`src/rtl/acc_chk_pkg.sv`:
```
// Package: shared encodings for the access permission checker.
// Assumes segment ids 0..DATA_SEG_CNT-1 are code/data segments and the
// exempt system segments occupy a contiguous id range.
package acc_chk_pkg;
    localparam int SEG_W        = 4;
    localparam int DATA_SEG_CNT = 6;
    localparam int EXEMPT_FIRST = 6;
    localparam int EXEMPT_CNT   = 4;
    localparam int CODE_W       = 2;
    localparam int SIZE_W       = 4;

    typedef enum logic [1:0] {
        ACC_READ  = 2'd0,
        ACC_WRITE = 2'd1,
        ACC_EXEC  = 2'd2
    } acc_mode_e;
endpackage

```
`src/rtl/seg_width_sel.sv`:
```
// Module: converts a log2 address-size code into an offset mask of
// 8 * 2^code ones, saturated at the address width.
// Assumes AW is at least 8.
module seg_width_sel #(
    parameter int AW     = 64,
    parameter int CODE_W = 2
) (
    input  logic [CODE_W-1:0] code,
    output logic [AW-1:0]     width_mask
);
    localparam int NCODE = 1 << CODE_W;

    logic [AW-1:0] masks [NCODE];

    // Build one constant mask per code value.
    for (genvar k = 0; k < NCODE; k++) begin : g_code
        for (genvar i = 0; i < AW; i++) begin : g_bit
            assign masks[k][i] = (i < (8 << k)) ? 1'b1 : 1'b0;
        end
    end

    // Select the mask for the requested code.
    assign width_mask = masks[code];
endmodule

```
`src/rtl/seg_stage.sv`:
```
// Module: first step. Applies selector, permission and limit checks,
// forms the linear address and registers it with the fault result and
// the context the paging step needs.
// Assumes acc_size is non-zero and offset + size does not wrap AW bits.
module seg_stage
    import acc_chk_pkg::*;
#(
    parameter int AW = 64
) (
    input  logic              clk,
    input  logic              rst_n,
    input  logic              req_valid,
    input  logic [SEG_W-1:0]  seg_id,
    input  logic [AW-1:0]     vaddr,
    input  logic [AW-1:0]     seg_base,
    input  logic [AW-1:0]     seg_limit,
    input  logic              seg_readable,
    input  logic              seg_writable,
    input  logic              seg_expand_down,
    input  logic              seg_null,
    input  logic [1:0]        acc_mode,
    input  logic              store_probe,
    input  logic [SIZE_W-1:0] acc_size,
    input  logic [CODE_W-1:0] addr_code_def,
    input  logic [CODE_W-1:0] addr_code_alt,
    input  logic              size_override,
    input  logic              long_mode,
    input  logic [1:0]        priv_level,
    input  logic              force_sup,
    input  logic              wp_bit,
    output logic              lin_valid,
    output logic [AW-1:0]     lin_addr,
    output logic              gp_fault,
    output logic [1:0]        mode_q,
    output logic              store_q,
    output logic              user_q,
    output logic              wp_q
);
    localparam int EXEMPT_LAST = EXEMPT_FIRST + EXEMPT_CNT - 1;

    logic [CODE_W-1:0] eff_code;
    logic [AW-1:0]     width_mask;
    logic [AW-1:0]     lo32_mask;
    logic [AW-1:0]     offset;
    logic [AW-1:0]     end_off;
    logic [AW-1:0]     lin_next;
    logic              is_exempt;
    logic              is_data;
    logic              null_bad;
    logic              perm_bad;
    logic              lim_bad;
    logic              wants_write;

    // Pick the size code that sets the effective offset width.
    assign eff_code = size_override ? addr_code_alt : addr_code_def;

    seg_width_sel #(.AW(AW), .CODE_W(CODE_W)) i_width (
        .code       (eff_code),
        .width_mask (width_mask)
    );

    // Classify the segment id.
    always_comb begin
        is_exempt = (int'(seg_id) >= EXEMPT_FIRST) && (int'(seg_id) <= EXEMPT_LAST);
        is_data   = (int'(seg_id) < DATA_SEG_CNT);
    end

    // Null-selector and read/write permission checks.
    always_comb begin
        wants_write = (acc_mode == ACC_WRITE) || store_probe;
        null_bad    = seg_null && !is_exempt;
        perm_bad    = is_data &&
                      ((!seg_writable && wants_write) ||
                       (!seg_readable && (acc_mode == ACC_READ)));
    end

    // Two-ended limit check, sense inverted for expand-down segments.
    always_comb begin
        offset  = (vaddr - seg_base) & width_mask;
        end_off = offset + AW'(acc_size) - AW'(1);
        if (seg_expand_down)
            lim_bad = (offset <= seg_limit) || (end_off <= seg_limit);
        else
            lim_bad = (offset > seg_limit) || (end_off > seg_limit);
    end

    // Form the linear address, dropping the upper half outside 64-bit mode.
    always_comb begin
        for (int i = 0; i < AW; i++) lo32_mask[i] = (i < 32);
        lin_next = (long_mode && !size_override) ? vaddr : (vaddr & lo32_mask);
    end

    // Register the first-step result and the context for paging.
    always_ff @(posedge clk) begin
        if (!rst_n) begin
            lin_valid <= 1'b0;
            lin_addr  <= '0;
            gp_fault  <= 1'b0;
            mode_q    <= ACC_READ;
            store_q   <= 1'b0;
            user_q    <= 1'b0;
            wp_q      <= 1'b0;
        end else begin
            lin_valid <= req_valid;
            gp_fault  <= req_valid && (null_bad || perm_bad || lim_bad);
            if (req_valid) begin
                lin_addr <= lin_next;
                mode_q   <= acc_mode;
                store_q  <= store_probe;
                user_q   <= (priv_level == 2'd3) && !force_sup;
                wp_q     <= wp_bit;
            end
        end
    end


    null_sel_gp_chk: assert property (@(posedge clk) disable iff (!rst_n)
        req_valid && seg_null && !is_exempt |=> gp_fault);


    idle_no_gp_chk: assert property (@(posedge clk) disable iff (!rst_n)
        !lin_valid |-> !gp_fault);


    expdown_base_chk: assert property (@(posedge clk) disable iff (!rst_n)
        req_valid && seg_expand_down && (vaddr == seg_base) |=> gp_fault);


    if (AW > 32) begin : g_trunc_chk
        trunc_chk: assert property (@(posedge clk) disable iff (!rst_n)
            req_valid && (!long_mode || size_override) |=> (lin_addr[AW-1:32] == '0));
    end
endmodule

```
`config.mk`:
```
export PLATFORM = sky130hd
export DESIGN_NAME = seg_stage
export DESIGN_NICKNAME = d
export VERILOG_FILES = /design/src/rtl/acc_chk_pkg.sv /design/src/rtl/seg_width_sel.sv /design/src/rtl/seg_stage.sv
export SDC_FILE = /design/constraint.sdc
export NUM_CORES = 1
export LEC_CHECK = 0
export ABC_CLOCK_PERIOD_IN_PS = 13810
export BUFFER_PORTS_ARGS = -buffer_cell sky130_fd_sc_hd__buf_2
export CAP_MARGIN = 20
export CORE_AREA = 5 5 129 192
export CTS_BUF_LIST = sky130_fd_sc_hd__clkbuf_16
export CTS_CLUSTER_DIAMETER = 30
export DETAILED_ROUTE_END_ITERATION = 10
export DIE_AREA = 0 0 134 197
export PLACE_DENSITY = 0.87
export SLEW_MARGIN = 10
export SYNTH_ARGS = -nofsm -noshare
export SYNTH_HDL_FRONTEND = slang
export SYNTH_SLANG_ARGS = --single-unit
export TNS_END_PERCENT = 100
```
`constraint.sdc`:
```
create_clock -name clk -period 13.81 [get_ports clk]
set_clock_uncertainty 0.1 [all_clocks]
set_input_delay 0.6905 -clock clk [delete_from_list [all_inputs] [get_ports clk]]
set_output_delay 0.6905 -clock clk [all_outputs]
set_load 0.1 [all_outputs]
```
---- After elaboration in Yosys (flattened, before gate mapping) ----
Cells that the tools add are included.
word-level totals
  bits in registers ....................... 71
  bits of input ports ..................... 220
cells by class
  add/subtract/negate cells ............... 3
  mux-type cells .......................... 6
  reductions and logical operators ........ 20
  $lt $le $gt $ge ......................... 8
  equality and inequality tests ........... 2
  bitwise logic cells ..................... 2
operators by type and width
  operator                                                                             number
  64-bit 2-to-1 mux                                                                    3
  64-bit binary-select mux with 2-bit select                                           1
  64-bit greater-than comparator                                                       2
  64-bit less-or-equal comparator                                                      2
  64-bit by 4-bit adder with 64-bit output                                             1
  64-bit bitwise AND                                                                   1
  64-bit by 1-bit subtractor with 64-bit output, second input constant                 1
  64-bit subtractor                                                                    1
  1-bit logical AND                                                                    8
  1-bit logical OR                                                                     6
  1-bit logical NOT                                                                    5
  4-bit by 3-bit greater-or-equal comparator with 1-bit output, second input constant  1
  4-bit less-or-equal comparator, second input constant                                1
  4-bit by 3-bit less-than comparator with 1-bit output, second input constant         1
  3-bit greater-or-equal comparator, second input constant                             1
  2-bit NOT with 3-bit output                                                          1
  2-bit by 1-bit equality test with 1-bit output, second input constant                1
  2-bit equality test, second input constant                                           1
  2-bit logical NOT                                                                    1
  2-bit 2-to-1 mux                                                                     1
  1-bit 2-to-1 mux                                                                     1

---- Depth between registers and ports, before layout ----
  depth in word-level cells ............... 13
  gate-level depth with buffers ........... 38
  mapped depth without buffers ............ 38

---- Hierarchy ----
Synthesis repeated with hierarchy kept, for this count alone.
unflattened totals
  cells, all modules ...................... 1991
  area, all modules ....................... 14455.1 um^2
by module, submodules not included
  module         times used  area an instance (um^2)  cells an instance
  seg_stage      1           13972.2                  1926
  seg_width_sel  1           483.0                    65

---- Worst setup path after synthesis ----
OpenSTA, ideal clock, no wires.
  path type ............................... input to register
  start point ............................. input seg_base[15]
  end point ............................... register gp_fault
  data arrival time ....................... 6.702 ns
  buffers on the path ..................... 1
  cell stages on the path ................. 35
  slack ................................... 6.889 ns
  cells stage by stage .................... inv_1 > ha_1 > a211oi_1 > o21bai_1 > a2111o_1 > a21o_1 > a21boi_1 > o41ai_1 > o21ai_1 > a211oi_1 > o21ba_1 > or3_1 > and3_1 > ha_1 > clkdlybuf4s15_1 > inv_1 > o21bai_1 > a21oi_1 > nor2b_1 > nor2_1 > nor2_1 > o21a_1 > o21ai_0 > nand2_1 > a31oi_1 > xnor2_1 > ha_1 > and4_1 > nand4_1 > nor4_1 > nand3_1 > o21a_1 > a21oi_1 > mux2i_1 > o31a_1
between the ends
  cells in the longest elaborated chain, start to end .. 9
  elaborated cells between the ends (all ways) .. 13
  classes of those cells .................. add/sub: 3; order compare: 4; mux: 1; bitwise: 1; reduce/logical: 4
RTL lines
  element                                                                            RTL line                          RTL
  start, declared                                                                    seg_stage.sv:15                   input logic [AW-1:0] seg_base,
  64-bit subtractor (*)                                                              seg_stage.sv:79                   offset = (vaddr - seg_base) & width_mask;
  64-bit bitwise AND (*)                                                             seg_stage.sv:79
  64-bit by 4-bit adder with 64-bit output                                           seg_stage.sv:80                   end_off = offset + AW'(acc_size) - AW'(1);
  64-bit by 1-bit subtractor with 64-bit output                                      seg_stage.sv:80
  64-bit greater-than comparator or 64-bit less-or-equal comparator (tied branches)  seg_stage.sv:84, seg_stage.sv:82
  1-bit logical OR, on equally long branches                                         seg_stage.sv:84, seg_stage.sv:82
  1-bit 2-to-1 mux (*)                                                               seg_stage.sv:81                   if (seg_expand_down)
  1-bit logical OR (*)                                                               seg_stage.sv:105                  gp_fault <= req_valid && (null_bad || perm_bad || lim_bad);
  1-bit logical AND (*)                                                              seg_stage.sv:105
  end signal, assigned                                                               seg_stage.sv:105
  end, declared                                                                      seg_stage.sv:33                   output logic gp_fault,
Every way passes the cells marked *; elsewhere a longest branch is shown, timed or not.
A chain may end at the register's enable or synchronous reset.

---- Worst setup path in the final report ----
  start point ............................. input vaddr[19]
  end point ............................... register gp_fault
between the ends
  cells in the longest elaborated chain, start to end .. 9
  elaborated cells between the ends (all ways) .. 13
  classes of those cells .................. add/sub: 3; order compare: 4; mux: 1; bitwise: 1; reduce/logical: 4
RTL lines
  element                                                                            RTL line                          RTL
  start, declared                                                                    seg_stage.sv:14                   input logic [AW-1:0] vaddr,
  64-bit subtractor (*)                                                              seg_stage.sv:79
  64-bit bitwise AND (*)                                                             seg_stage.sv:79
  64-bit by 4-bit adder with 64-bit output                                           seg_stage.sv:80
  64-bit by 1-bit subtractor with 64-bit output                                      seg_stage.sv:80
  64-bit greater-than comparator or 64-bit less-or-equal comparator (tied branches)  seg_stage.sv:84, seg_stage.sv:82
  1-bit logical OR, on equally long branches                                         seg_stage.sv:84, seg_stage.sv:82
  1-bit 2-to-1 mux (*)                                                               seg_stage.sv:81
  1-bit logical OR (*)                                                               seg_stage.sv:105
  1-bit logical AND (*)                                                              seg_stage.sv:105
Marked as above.

==> flow_summary.yaml <==
sta:
  fmax_ghz: 0.114
  max-slew-margin-rel_pct: 35.7
  rsz0062_at_grt: "no"
  tns_ns: 0
  final_hold_viol_count: 0
  fin_crit_sh_pct: 63.3
  timing.final.ws_setup_ns: 5.07
  worst_slew_pin_slew_ns: 0.964
  setup_viol: 0
  fin_crit_ns: 8.74
  slew_violations: 0
floorplanning:
  num_rows: 68
  initial_core_util_pct: 60.6
  die-height_um: 197
  coreArea_um2: 22900
  die_area_um2: 26400
  dieWidth_um: 134
  pin_count: 291
synth:
  synth_top_family_by_area: "compound AO/OA/AOI/OAI gates"
  post_synth_and_or_nand_nor_area_fraction_pct: 20.8
  yosysWarnings: 0
  ys_seq_area_share_pct: 10.2
  syn_area_um2: 13900
  synth_fp_nets: 2406
  synth_compound_area_share_pct: 26.7
  synth_ff_type: "dfxtp_1"
  synthArstFlopShare_pct: 0
  yosys.area_share.adder_pct: 23.5
  synth_seq_cells: 71
  avgSynthCellArea_um2: 7.20
  synth_edf_count: 0
  synth_cells: 1927
  ys_types: 77
  synth-xor-area-share_pct: 7.43
  synthMuxAreaShare_pct: 2.90
setup_path:
  max_stage_delay_ns: 0.76
  path_class: "in2reg"
  cp-start-kind: "input pin"
  worst_path_max_delay_cell: "a2111oi_0"
  critPathArrivalTime_ns: 8.91
  timing.critical_path.fanout_max: 7
  end_kind: "flop"
  cp_data_required_time_ns: 13.99
  rr_worst_depth: 3
  crit_start: "vaddr[19]"
  crit_top_cell: "a21oi_1"
  r2r_start: "lin_addr[53]$_SDFFE_PN0P_"
worst_hold_path:
  hold_start: "user_q$_SDFFE_PN0P_"
  hold_depth: 2
  hold_class: "reg2reg"
place:
  pre_cts_ws_ns: 4.99
  dp.cells: 2424
  gp_routability_congestion: 1.04
  dpl.hpwl_um: 40600
  port_buffers: 289
clock_tree:
  clockBufferDepth: 2
  numCtsBuffers: 9
  clock_sinks: 71
  cts-resized-gates: 0
  clk_latency_ns: 0.33
  cts_tree: "done"
  clockRootBuffer: "clkbuf_16"
  htreeDepth: 3
  path_clk_slew_ns: 0.06
  cts-hold-fix-buffers: 0
  post_cts_buffers: 0
route:
  drt_iter0_markers: 915
  wl_per_cell_um: 19.5
  dr.pass1.iters: 7
  wirelength_um: 47600
  routed_via_density: 6.16
  vias: 15051
  postRouteAntennaNets: 0
  drc_errors: 0
finish:
  fin_util_pct: 68.4
  n_fill_cell: 1984
  drive_gt1_share_pct: 15.3
  area_growth_pct: 12.9
  finalNetCount: 2635
  finalNonFillerCells: 2442
pwr:
  powerDensity_nw_per_um2: 118
  ir_drop_v: 0.000104
  p_leak_nw: 8.79
global_route:
  grt_pass1_vias: 15502
  track_usage_pct: 34.6
  antenna_found_initial: 2
  gr-total-overflow: 0
  grt_pass1_wl_um: 74300
  grt_max_degree: 72
job:
  maxCapViolCount: 0
status:
  status: "finished clean"
==> power breakdown <==
group / leakage [nW] / internal [mW] / switching [mW] / total, mW
Combinational: 8.06 / 0.563 / 0.844 / 1.41
Sequential: 0.582 / 0.214 / 0.00440 / 0.218
Clock: 0.140 / 0.138 / 0.0908 / 0.229
Total: 8.79 / 0.915 / 0.939 / 1.85
==> logic make-up after synthesis <==
family | Yosys count
compound gates | 583
xor+xnor | 116
fa+ha+maj | 259
buf+inv | 299
flops | 71
mux | 40
simple gates | 559
==> cell type report <==
class / count / area, um2 / area share (%)
Sequential cell: 71 / 1420 / 9.08
Inverter: 225 / 845 / 5.39
Timing Repair Buffer: 292 / 1480 / 9.43
Multi-Input combinational cell: 1557 / 11300 / 72.0
Clock buffer: 9 / 225 / 1.44
Clock inverter: 7 / 63.8 / 0.408
Antenna cell: 1 / 2.50 / 0.0160
Tap cell: 280 / 350 / 2.24
==> final timing paths <==
path / end / slack [ns]
max: gp_fault$_SDFF_PN0_ / 5.07
max reg2reg: lin_addr[53]$_SDFFE_PN0P_ / 12.88
min reg2reg: user_q$_SDFFE_PN0P_ / 0.39
min: user_q$_SDFFE_PN0P_ / 0.39
==> flip-flops by register name (all words and copies together) (netlist names) <==
name / count
store_q: 1
mode_q: 2
gp_fault: 1
lin_valid: 1
wp_q: 1
user_q: 1
lin_addr: 64
==> synthesized netlist by cell type (5+ instances only) <==
cell type    n  area share (%)
a211o_1      7            0.44
a211oi_1    18            0.97
a21o_1     119             6.4
a21oi_1    209             7.5
a221oi_1     7            0.44
a31oi_1     16            0.72
and2_1      20            0.90
and3_1      10            0.45
and4_1       6            0.38
buf_4        7            0.38
clkbuf_1    60             1.6
dfxtp_1     71              10
ha_1       257              23
inv_1      224             6.1
mux2i_1     39             2.8
nand2_1    151             4.1
nand2b_1    20            0.90
nand3_1     23            0.83
nand4_1     64             2.9
nor2_1      94             2.5
nor2b_1    124             5.6
nor3_1      19            0.69
nor4_1       6            0.27
o211ai_1     6            0.32
o21a_1      17            0.92
o21ai_0     93             3.4
o21ai_1      8            0.29
o21bai_1    22             1.2
o31ai_1      7            0.38
o41ai_1      6            0.38
or3_1        5            0.23
xnor2_1     79             5.0
xor2_1      36             2.3
==> worst max-delay path, delay by kind of cell <==
| kind | cells | cell delay [ns] |
|---|---|---|
| compound gates | 16 | 4.53 |
| simple gates | 7 | 1.64 |
| fa+ha+maj | 3 | 1.15 |
| mux | 1 | 0.46 |
| xor+xnor | 2 | 0.32 |
| buf+inv | 1 | 0.12 |
==> routing by layer <==
layer | wire, um | global-route usage (%) | share of wire (%)
met1 | 16400 | 33.9 | 35
met5 | 27 | 0 | 0.057
met3 | 2470 | 5.49 | 5.2
met4 | 4280 | 26.5 | 9.0
met2 | 24300 | 64.4 | 51
==> cells in the final DEF, fill, tap and decap left out, drive strengths merged, types with 19 or more instances in the layout <==
| master | Yosys | routed |
|---|---|---|
| nand3 | 23 | 23 |
| mux2i | 39 | 39 |
| inv | 225 | 225 |
| nor3 | 19 | 19 |
| o21ai | 101 | 101 |
| nand2b | 20 | 20 |
| o21bai | 22 | 22 |
| and2 | 20 | 20 |
| nand2 | 152 | 152 |
| ha | 257 | 257 |
| xor2 | 36 | 36 |
| a21o | 121 | 121 |
| xnor2 | 79 | 79 |
| dfxtp | 71 | 71 |
| nor2 | 95 | 95 |
| buf | 13 | 292 |
| nand4 | 64 | 64 |
| a21oi | 212 | 212 |
| nor2b | 124 | 124 |
==> stage by stage <==
| step | hold WS [ns] | total power, mW | cell area, um2 |
|---|---|---|---|
| final | 0.394 | 1.85 | 15700 |
| after global routing | 0.425 | 2.01 | 15700 |
| after CTS | 0.398 | 1.83 | 15600 |
| after detailed placement | 0.390 | 1.59 | 15400 |
| after global placement | 0.364 | 1.55 | 15400 |
| after floorplan | 0.752 | 1.27 | 13900 |
(Power assumes the default switching activity.)
